### src/rtl/sa_cw_pkg.sv
package sa_cw_pkg;

    localparam int CW_BITS  = 4;
    localparam int CW_IDX_W = $clog2(CW_BITS);
    localparam int BYTE_W   = 8;
    localparam int FRM_W    = 4;
    localparam int POS_W    = FRM_W - 1;
    localparam int SEL_W    = 3;
    localparam int SA_FIRST = 4;
    localparam int SA_LAST  = 8;
    localparam int REG_AW   = 2;
    localparam int REG_DW   = 5;

    typedef enum logic [REG_AW-1:0] {
        ADDR_CODE = 2'd0,
        ADDR_ENAB = 2'd1,
        ADDR_CTRL = 2'd2
    } reg_addr_e;

    typedef struct packed {
        logic [SEL_W-1:0]   sel;
        logic               frm_dis;
        logic               ins_dis;
        logic [CW_BITS-1:0] en;
    } sa_cfg_t;

    typedef struct packed {
        logic              vld;
        logic [POS_W-1:0]  pos;
        logic [BYTE_W-1:0] data;
    } ts0_beat_t;

    function automatic logic sel_ok(input logic [SEL_W-1:0] s);
        return s <= SEL_W'(SA_LAST - SA_FIRST);
    endfunction

    function automatic logic [BYTE_W-1:0] sel_mask(input logic [SEL_W-1:0] s);
        logic [BYTE_W-1:0] m;
        m = '0;
        if (sel_ok(s))
            m = BYTE_W'(1) << (SEL_W'(BYTE_W - SA_FIRST) - s);
        return m;
    endfunction

    function automatic logic [CW_IDX_W-1:0] cw_index(input logic [POS_W-1:0] pos);
        return CW_IDX_W'(CW_BITS - 1) - CW_IDX_W'(pos[POS_W-1:1]);
    endfunction

    function automatic logic half_start(input logic [POS_W-1:0] pos);
        return pos == '0;
    endfunction

endpackage

### src/rtl/sa_cfg_regs.sv
module sa_cfg_regs
    import sa_cw_pkg::*;
(
    input  logic                  clk,
    input  logic                  rst,
    input  logic                  reg_wr,
    input  logic [REG_AW-1:0]     reg_addr,
    input  logic [REG_DW-1:0]     reg_wdata,
    output sa_cfg_t               cfg,
    output logic                  cw_wr,
    output logic [CW_BITS-1:0]    cw_wdata
);

    reg_addr_e addr_e;

    always_comb begin
        addr_e   = reg_addr_e'(reg_addr);
        cw_wr    = reg_wr && (addr_e == ADDR_CODE);
        cw_wdata = reg_wdata[CW_BITS-1:0];
    end

    always_ff @(posedge clk) begin
        if (rst) begin
            cfg <= '0;
        end else if (reg_wr) begin
            case (addr_e)
                ADDR_ENAB: cfg.en <= reg_wdata[CW_BITS-1:0];
                ADDR_CTRL: begin
                    cfg.sel     <= reg_wdata[SEL_W-1:0];
                    cfg.frm_dis <= reg_wdata[SEL_W];
                    cfg.ins_dis <= reg_wdata[SEL_W+1];
                end
                default: ;
            endcase
        end
    end

endmodule

### src/rtl/sa_cw_shadow.sv
module sa_cw_shadow
    import sa_cw_pkg::*;
(
    input  logic                  clk,
    input  logic                  rst,
    input  logic                  cw_wr,
    input  logic [CW_BITS-1:0]    cw_wdata,
    input  logic                  stb,
    input  logic [FRM_W-1:0]      frm,
    output logic [CW_BITS-1:0]    active
);

    logic [CW_BITS-1:0] shadow_q, shadow_n;
    logic               pend_q, pend_n;
    logic               tgt_q, tgt_n;
    logic               cur_half_q;
    logic               frm_half;
    logic               load;

    always_comb begin
        frm_half = frm[FRM_W-1];
        shadow_n = cw_wr ? cw_wdata : shadow_q;
        pend_n   = cw_wr | pend_q;
        tgt_n    = cw_wr ? ~cur_half_q : tgt_q;
        load     = stb && half_start(frm[POS_W-1:0]) && pend_n && (frm_half == tgt_n);
    end

    always_ff @(posedge clk) begin
        if (rst) begin
            shadow_q   <= '0;
            pend_q     <= 1'b0;
            tgt_q      <= 1'b0;
            cur_half_q <= 1'b1;
            active     <= '0;
        end else begin
            shadow_q <= shadow_n;
            tgt_q    <= tgt_n;
            pend_q   <= pend_n & ~load;
            if (load)
                active <= shadow_n;
            if (stb)
                cur_half_q <= frm_half;
        end
    end

endmodule

### src/rtl/sa_bit_mux.sv
module sa_bit_mux
    import sa_cw_pkg::*;
(
    input  logic                  clk,
    input  logic                  rst,
    input  ts0_beat_t             beat,
    input  sa_cfg_t               cfg,
    input  logic [CW_BITS-1:0]    active,
    output logic [BYTE_W-1:0]     ts0_out,
    output logic                  ts0_out_vld
);

    logic [CW_IDX_W-1:0] idx;
    logic [BYTE_W-1:0]   mask;
    logic                ins;
    logic [BYTE_W-1:0]   nxt;

    always_comb begin
        idx  = cw_index(beat.pos);
        mask = sel_mask(cfg.sel);
        ins  = beat.pos[0] && !cfg.frm_dis && !cfg.ins_dis && cfg.en[idx];
        nxt  = beat.data;
        if (ins)
            nxt = (beat.data & ~mask) | (active[idx] ? mask : '0);
    end

    always_ff @(posedge clk) begin
        if (rst) begin
            ts0_out     <= '0;
            ts0_out_vld <= 1'b0;
        end else begin
            ts0_out_vld <= beat.vld;
            if (beat.vld)
                ts0_out <= nxt;
        end
    end

endmodule

### src/rtl/sa_cw_inserter.sv
module sa_cw_inserter
    import sa_cw_pkg::*;
(
    input  logic                  clk,
    input  logic                  rst,
    input  logic                  ts0_stb,
    input  logic [FRM_W-1:0]      ts0_frm,
    input  logic [BYTE_W-1:0]     ts0_in,
    input  logic                  reg_wr,
    input  logic [REG_AW-1:0]     reg_addr,
    input  logic [REG_DW-1:0]     reg_wdata,
    output logic [BYTE_W-1:0]     ts0_out,
    output logic                  ts0_out_vld
);

    sa_cfg_t            cfg_q;
    logic               cw_wr;
    logic [CW_BITS-1:0] cw_wdata;
    logic [CW_BITS-1:0] cw_active;
    ts0_beat_t          beat;

    always_comb begin
        beat.vld  = ts0_stb;
        beat.pos  = ts0_frm[POS_W-1:0];
        beat.data = ts0_in;
    end

    sa_cfg_regs u_regs (
        .clk       (clk),
        .rst       (rst),
        .reg_wr    (reg_wr),
        .reg_addr  (reg_addr),
        .reg_wdata (reg_wdata),
        .cfg       (cfg_q),
        .cw_wr     (cw_wr),
        .cw_wdata  (cw_wdata)
    );

    sa_cw_shadow u_shadow (
        .clk      (clk),
        .rst      (rst),
        .cw_wr    (cw_wr),
        .cw_wdata (cw_wdata),
        .stb      (ts0_stb),
        .frm      (ts0_frm),
        .active   (cw_active)
    );

    sa_bit_mux u_mux (
        .clk         (clk),
        .rst         (rst),
        .beat        (beat),
        .cfg         (cfg_q),
        .active      (cw_active),
        .ts0_out     (ts0_out),
        .ts0_out_vld (ts0_out_vld)
    );

endmodule

### config.mk
export PLATFORM = sky130hd
export DESIGN_NAME = sa_cw_inserter
export DESIGN_NICKNAME = d
export VERILOG_FILES = /design/src/rtl/sa_cw_pkg.sv /design/src/rtl/sa_cfg_regs.sv /design/src/rtl/sa_cw_shadow.sv /design/src/rtl/sa_bit_mux.sv /design/src/rtl/sa_cw_inserter.sv
export SDC_FILE = /design/constraint.sdc
export NUM_CORES = 1
export LEC_CHECK = 0
export ABC_CLOCK_PERIOD_IN_PS = 2300
export BUFFER_PORTS_ARGS = -buffer_cell sky130_fd_sc_hd__buf_2
export CORE_UTILIZATION = 40
export DETAILED_ROUTE_END_ITERATION = 7
export PLACE_DENSITY = 0.62
export SLEW_MARGIN = 20
export SYNTH_ARGS = -nofsm -noshare
export SYNTH_HDL_FRONTEND = slang
export SYNTH_SLANG_ARGS = --single-unit
### constraint.sdc
create_clock -name clk -period 2.3 [get_ports clk]
set_input_delay 0.115 -clock clk [delete_from_list [all_inputs] [get_ports clk]]
set_output_delay 0.115 -clock clk [all_outputs]
set_load 0.01 [all_outputs]
# Word-level counts from Yosys, hierarchy flattened
# Cells that the tools add are included.
word_totals:
  regBits: 29
  input_bits: 23
  output_inout_bits: 9
  word_cells: 48
op_classes:
  n_addsub: 2
  n_lt_le_gt_ge: 2
  n_eq_ne: 3
  shifts: 1
  n_mux: 9
  n_bitwise: 7
  reduce_logical: 13
ops:
  columns: ["op", "n"]
  rows:
  - ["two-way mux 8 bit", 3]
  - ["AND 8 bit", 1]
  - ["inverter 8 bit", 1]
  - ["OR 8 bit", 1]
  - ["left shift 1 x 3 -> 8 bit (first input constant)", 1]
  - ["logical AND 1 bit", 7]
  - ["binary-select mux 1 bit (select 2 bit)", 2]
  - ["two-way mux 4 bit", 1]
  - ["AND reduction 2 bit", 2]
  - ["<= comparator 3 bit (second input constant)", 1]
  - ["logical NOT 3 bit", 1]
  - ["less-than comparator 2 x 3 -> 1 bit (second input constant)", 1]
  - ["two-way mux 1 bit", 3]
  - ["subtractor 3 bit (first input constant)", 1]
  - ["== test 2 x 1 -> 1 bit (second input constant)", 1]
  - ["== test 2 bit (second input constant)", 1]
  - ["logical NOT 1 bit", 2]
  - ["logical NOT 2 bit", 1]
  - ["inverter 1 bit", 2]
  - ["subtractor 2 bit (first input constant)", 1]
  - ["AND 1 bit", 1]
  - ["== test 1 bit", 1]
  - ["OR 1 bit", 1]

# Logic depth before layout (Yosys ltp)
logic_depth:
  depth_word: 7
  depth_mapped: 6
  depth_no_buf: 6

# By module
# From an unflattened synthesis, not the netlist that was laid out.
hier_totals:
  hier_cells: 148
  hier_area_um2: 1473.9
by_module_without_submodules:
  columns: ["mod", "instances", "cells_each", "area_per_inst_um2", "seq_area_each_um2"]
  rows:
  - ["sa_bit_mux", 1, 63, 589.3, 180.2]
  - ["sa_cw_shadow", 1, 44, 457.9, 220.2]
  - ["sa_cfg_regs", 1, 41, 426.7, 180.2]

# Worst setup path before layout
# Ideal clock, no wire load.
synth_timing:
  path_type: "input-to-reg"
  from: "in reg_addr[1]"
  to: "reg u_shadow.active[0]"
  setup_time_ns: 0.121
  arrival_time_ns: 1.379
  t_required_ns: 2.179
  path_slack_ns: 0.799
  stages: 5
  n_path_buf: 1
  path_cell_list: "or3b_1 buf_2 a311oi_1 a311o_2 mux2_4"
synth_between:
  elab_chain_len: 5
  elab_cells_between_ends: 8
  classes_between: "eq/ne (1); mux (2); bitwise (1); reduce/logical (4)"
synth_lines:
  columns: ["item", "line_no", "source"]
  rows:
  - ["from (decl)", "sa_cw_inserter.sv:10", "input logic [REG_AW-1:0] reg_addr,"]
  - ["logical NOT 2 bit (*)", "sa_cfg_regs.sv:18", "cw_wr = reg_wr && (addr_e == ADDR_CODE);"]
  - ["logical AND 1 bit (*)", "sa_cfg_regs.sv:18", null]
  - ["two-way mux 1 bit / OR 1 bit (equally long branches)", "sa_cw_shadow.sv:24, sa_cw_shadow.sv:23", null]
  - ["== test 1 bit / logical AND 1 bit (equally long branches)", "sa_cw_shadow.sv:25", "load = stb && half_start(frm[POS_W-1:0]) && pend_n && (frm_half == tgt_n);"]
  - ["logical AND 1 bit", "sa_cw_shadow.sv:25", null]
  - ["to (signal assigned)", "sa_cw_shadow.sv:40", "active <= shadow_n;"]
  - ["to (decl)", "sa_cw_shadow.sv:10", "output logic [CW_BITS-1:0] active"]
# Mark *: on every way between the ends. The rest lies on a longest branch, timed or not.
# A chain may end at the register's enable or synchronous reset.

# Worst setup path after layout
layout_timing:
  from: "reg u_regs.cfg[6] (netlist name)"
  to: "reg u_mux.ts0_out[1]"
layout_between:
  elab_chain_len: 7
  elab_cells_between_ends: 9
  classes_between: "add/sub (1); order compare (1); shift (1); mux (3); bitwise (3)"
layout_lines:
  columns: ["item", "line_no", "source"]
  rows:
  - ["subtractor 3 bit", "sa_cw_pkg.sv:41", "m = BYTE_W'(1) << (SEL_W'(BYTE_W - SA_FIRST) - s);"]
  - ["left shift 1 x 3 -> 8 bit", "sa_cw_pkg.sv:41", null]
  - ["two-way mux 8 bit (*)", "sa_cw_pkg.sv:40", "if (sel_ok(s))"]
  - ["inverter 8 bit", "sa_bit_mux.sv:24", "nxt = (beat.data & ~mask) | (active[idx] ? mask : '0);"]
  - ["AND 8 bit", "sa_bit_mux.sv:24", null]
  - ["OR 8 bit (*)", "sa_bit_mux.sv:24", null]
  - ["two-way mux 8 bit (*)", "sa_bit_mux.sv:23", "if (ins)"]
  - ["to (signal assigned)", "sa_bit_mux.sv:34", "ts0_out <= nxt;"]
  - ["to (decl)", "sa_bit_mux.sv:9", "output logic [BYTE_W-1:0] ts0_out,"]
# Marked as above.

==> metrics <==
Post-CTS Setup Bufs=0; run status=finished, final reports clean; area taken by flip-flops and latches=581 sq um; total of cells resized after clock tree synthesis=0; ratio of routed vias to standard cells=5.42; Seq/Total Area, Yosys=43.1%; cell count after synthesis=140; slowest cell on the critical path=sky130_fd_sc_hd__dfxtp_1; wire length after detailed routing=2.93 mm; buffers and inverters on the worst path=0; fraction of final layout cells sized beyond drive strength 1=27.6%; power density normalized to cell area=629 mW/mm^2; post-synthesis sequential element count=29; # hold bufs at CTS=0; post-route design area=0.00161 sq mm; core region area=0.00313 sq mm; Compound-Gate Fraction of Synth Area=12.7%; routed len/inst=13.4 um; clock skew after layout=0.00780 ns; effective utilization at floorplan=43.0%; min-delay worst type=in -> reg; maximum vdd ir drop=0.336 mV; final layout net count=197; via count of the first global-routing pass=1,066; largest net degree at the start of global routing=30; Placement Cell Area=approximately 0.0015 sq mm; area of the die=0.00360 sq mm; adder and majority cell fraction of the synthesized area=0.929%; sequence of cells on the critical path=nor2_1 > ha_1 > nand2b_1 > and4_1 > nand3_1 > a311oi_1; family with the most delay on the worst path=simple AND/OR/NAND/NOR gates; CTS Buffer Depth=2; Antenna Violating Nets Remaining=0; Mapped Area=0.00135 sq mm; max-slew violation count=0; hold slack=about 0.020 ns; clock tree from TritonCTS=yes; WS Path Type=reg -> reg; number of sinks driven by the clock tree=29; # DRC=0; Setup crit start kind=register; number of distinct library cells after synthesis=32; leakage power=approximately 0.00071 uW; synthesized netlist net count=164; hold violation total from the final report=0; Yosys warning count=0; Setup violations, final=0; violation count after the first detailed-routing iteration=32; Clock Root Buffer=sky130_fd_sc_hd__clkbuf_4; area of combinational cells with multiple inputs=738 sq um; main combinational cell family by area after synthesis=simple AND/OR/NAND/NOR gates; H-Tree Depth=2; initial antenna violation count=0; count of input and output buffers=31; XOR/XNOR share of the synthesized area=0%; most frequent standard cell in the layout excluding fill and tap cells=sky130_fd_sc_hd__buf_2; chip width=60.0 um; Simple-Gate Fraction of Synth Area=between 20% and 30%; Avg Cell Area, Syn=9.62 sq um; critical path peak fanout=8; clock latency on the worst-skew pair=0.33 ns; vias after detailed routing=1,181; Area growth, synth to finish=19.6%; critical path required time=2.54 ns; min cycle time layout=1.66 ns; count of pins on the block boundary=32; number of diodes=0; Final Cycle Share=72.3%; wire length of the first global-routing pass=4.88 mm; chip height=60.0 um; hpwl dp=2.18 mm; mux cell area share after synthesis=16.0%; fill cell count=313; number of CTS-inserted buffers=5; headroom to the max-slew limit=65.6%; data arrival time of the critical path=approximately 1.9 ns; number of violations of the max-capacitance limit=0; R2R Setup Slk=0.64 ns; unrepaired setup endpoints after global routing=false; highest cell delay on the worst timing path=about 0.38 ns; nature of the critical path endpoint=register; most frequent cells in the layout=31 x sky130_fd_sc_hd__buf_2, 29 x sky130_fd_sc_hd__dfxtp_1, 16 x sky130_fd_sc_hd__nor2_1; remaining global-route overflow=0; worst slew pin tran=a little over 0.5 ns; number of cell rows=20; Final Power=roughly 1000 uW; number of detailed-routing iterations run before antenna repair=4; Setup TNS Final=0 ns; All-Layer GR Usage=18.9%; RePlAce Congestion=0.743; clock-pin slew on the worst setup and hold paths=0.09 ns; Max Clock Freq=0.601 GHz
## cell usage after synthesis
cell,instances,area (sq um)
sky130_fd_sc_hd__nand4b_1,3,26.3
sky130_fd_sc_hd__nand4_1,2,12.5
sky130_fd_sc_hd__o21ai_0,6,30.0
sky130_fd_sc_hd__a211o_1,1,8.76
sky130_fd_sc_hd__or3b_1,1,8.76
sky130_fd_sc_hd__nand2_1,10,37.5
sky130_fd_sc_hd__and4b_1,2,20.0
sky130_fd_sc_hd__dfxtp_1,29,581
sky130_fd_sc_hd__nor2_1,16,60.1
sky130_fd_sc_hd__a311o_2,1,11.3
sky130_fd_sc_hd__nor3b_1,1,7.51
sky130_fd_sc_hd__nor4bb_1,1,10.0
sky130_fd_sc_hd__ha_1,1,12.5
sky130_fd_sc_hd__a21oi_1,5,25.0
sky130_fd_sc_hd__mux2i_1,11,110
sky130_fd_sc_hd__nand3b_1,2,15.0
sky130_fd_sc_hd__o21bai_1,4,30.0
sky130_fd_sc_hd__a31oi_1,4,25.0
sky130_fd_sc_hd__nor2b_1,7,43.8
sky130_fd_sc_hd__a311oi_1,3,26.3
sky130_fd_sc_hd__inv_1,1,3.75
sky130_fd_sc_hd__nand3_1,7,35.0
sky130_fd_sc_hd__mux2_4,4,60.1
sky130_fd_sc_hd__clkbuf_1,5,18.8
sky130_fd_sc_hd__mux4_2,2,45.0
sky130_fd_sc_hd__nand2b_1,3,18.8
sky130_fd_sc_hd__buf_2,1,5.00
sky130_fd_sc_hd__and2_1,2,12.5
sky130_fd_sc_hd__a211oi_1,2,15.0
sky130_fd_sc_hd__nor3b_2,1,12.5
sky130_fd_sc_hd__and4_1,1,8.76
sky130_fd_sc_hd__or4b_1,1,10.0
## worst paths after layout
| path | from | to | cells after the start |
|---|---|---|---|
| min reg2reg | u_shadow.tgt_q | u_shadow.tgt_q | 2 |
| max reg2reg | u_regs.cfg[6] | u_mux.ts0_out[1] | 6 |
| max | u_regs.cfg[6] | u_mux.ts0_out[1] | 6 |
| min | reg_wdata[4] | u_regs.cfg[4] | 3 |
## final cells by class
type | instances | area share (%)
multi-input cells | 104 | 45.8
clock buffers | 7 | 4.04
repair buffers | 32 | 10.1
inverters | 1 | 0.233
clock inverters | 1 | 0.311
well taps | 44 | 3.42
flip-flops and latches | 29 | 36.1
## per-layer routing
layer	up-vias	track usage [%]	wire length (um)	share of wire [%]
met4	0	7.97	43	1.5
met5	-	0	0	0
met3	5	6.49	132	4.5
li1	580	-	-	-
met2	32	28.4	1360	46
met1	564	24.5	1400	48
## cell families after synthesis
kind of cell               after synthesis
and+or+nand+nor                         60
DFF                                     29
AOI/OAI and AO/OA                       26
muxes                                   17
buffers and inverters                    7
adders and majority gates                1
## sequential cells by signal, summed over array words and instances (netlist names)
signal and count:
u_mux.ts0_out 8, u_mux.ts0_out_vld 1, u_regs.cfg 9, u_shadow.active 4
u_shadow.cur_half_q 1, u_shadow.pend_q 1, u_shadow.shadow_q 4, u_shadow.tgt_q 1
## worst reg2reg max path: stages (launching register included)
cell and delay [ns]:
sky130_fd_sc_hd__dfxtp_1 0.38, sky130_fd_sc_hd__nor2_1 0.22, sky130_fd_sc_hd__ha_1 0.18, sky130_fd_sc_hd__nand2b_1 0.19, sky130_fd_sc_hd__and4_1 0.25, sky130_fd_sc_hd__nand3_1 0.09
sky130_fd_sc_hd__a311oi_1 0.27
## power by group
part	internal (uW)	switching [uW]	total, uW
logic	54.7	64.2	119
clock network	177	183	360
registers	523	11.8	535
total	755	259	1010
## metrics by stage
step           setup slack (ns)  std cells  utilization [%]
5_1_grt                   0.397        218             51.5
3_5_place_dp              0.508        210             49.2
4_1_cts                   0.632        218             51.5
2_1_floorplan             0.799        140                -
6_report                  0.636        218             51.5
3_3_place_gp              0.578        210             49.2
No activity file was read; power rests on OpenSTA's default activity.
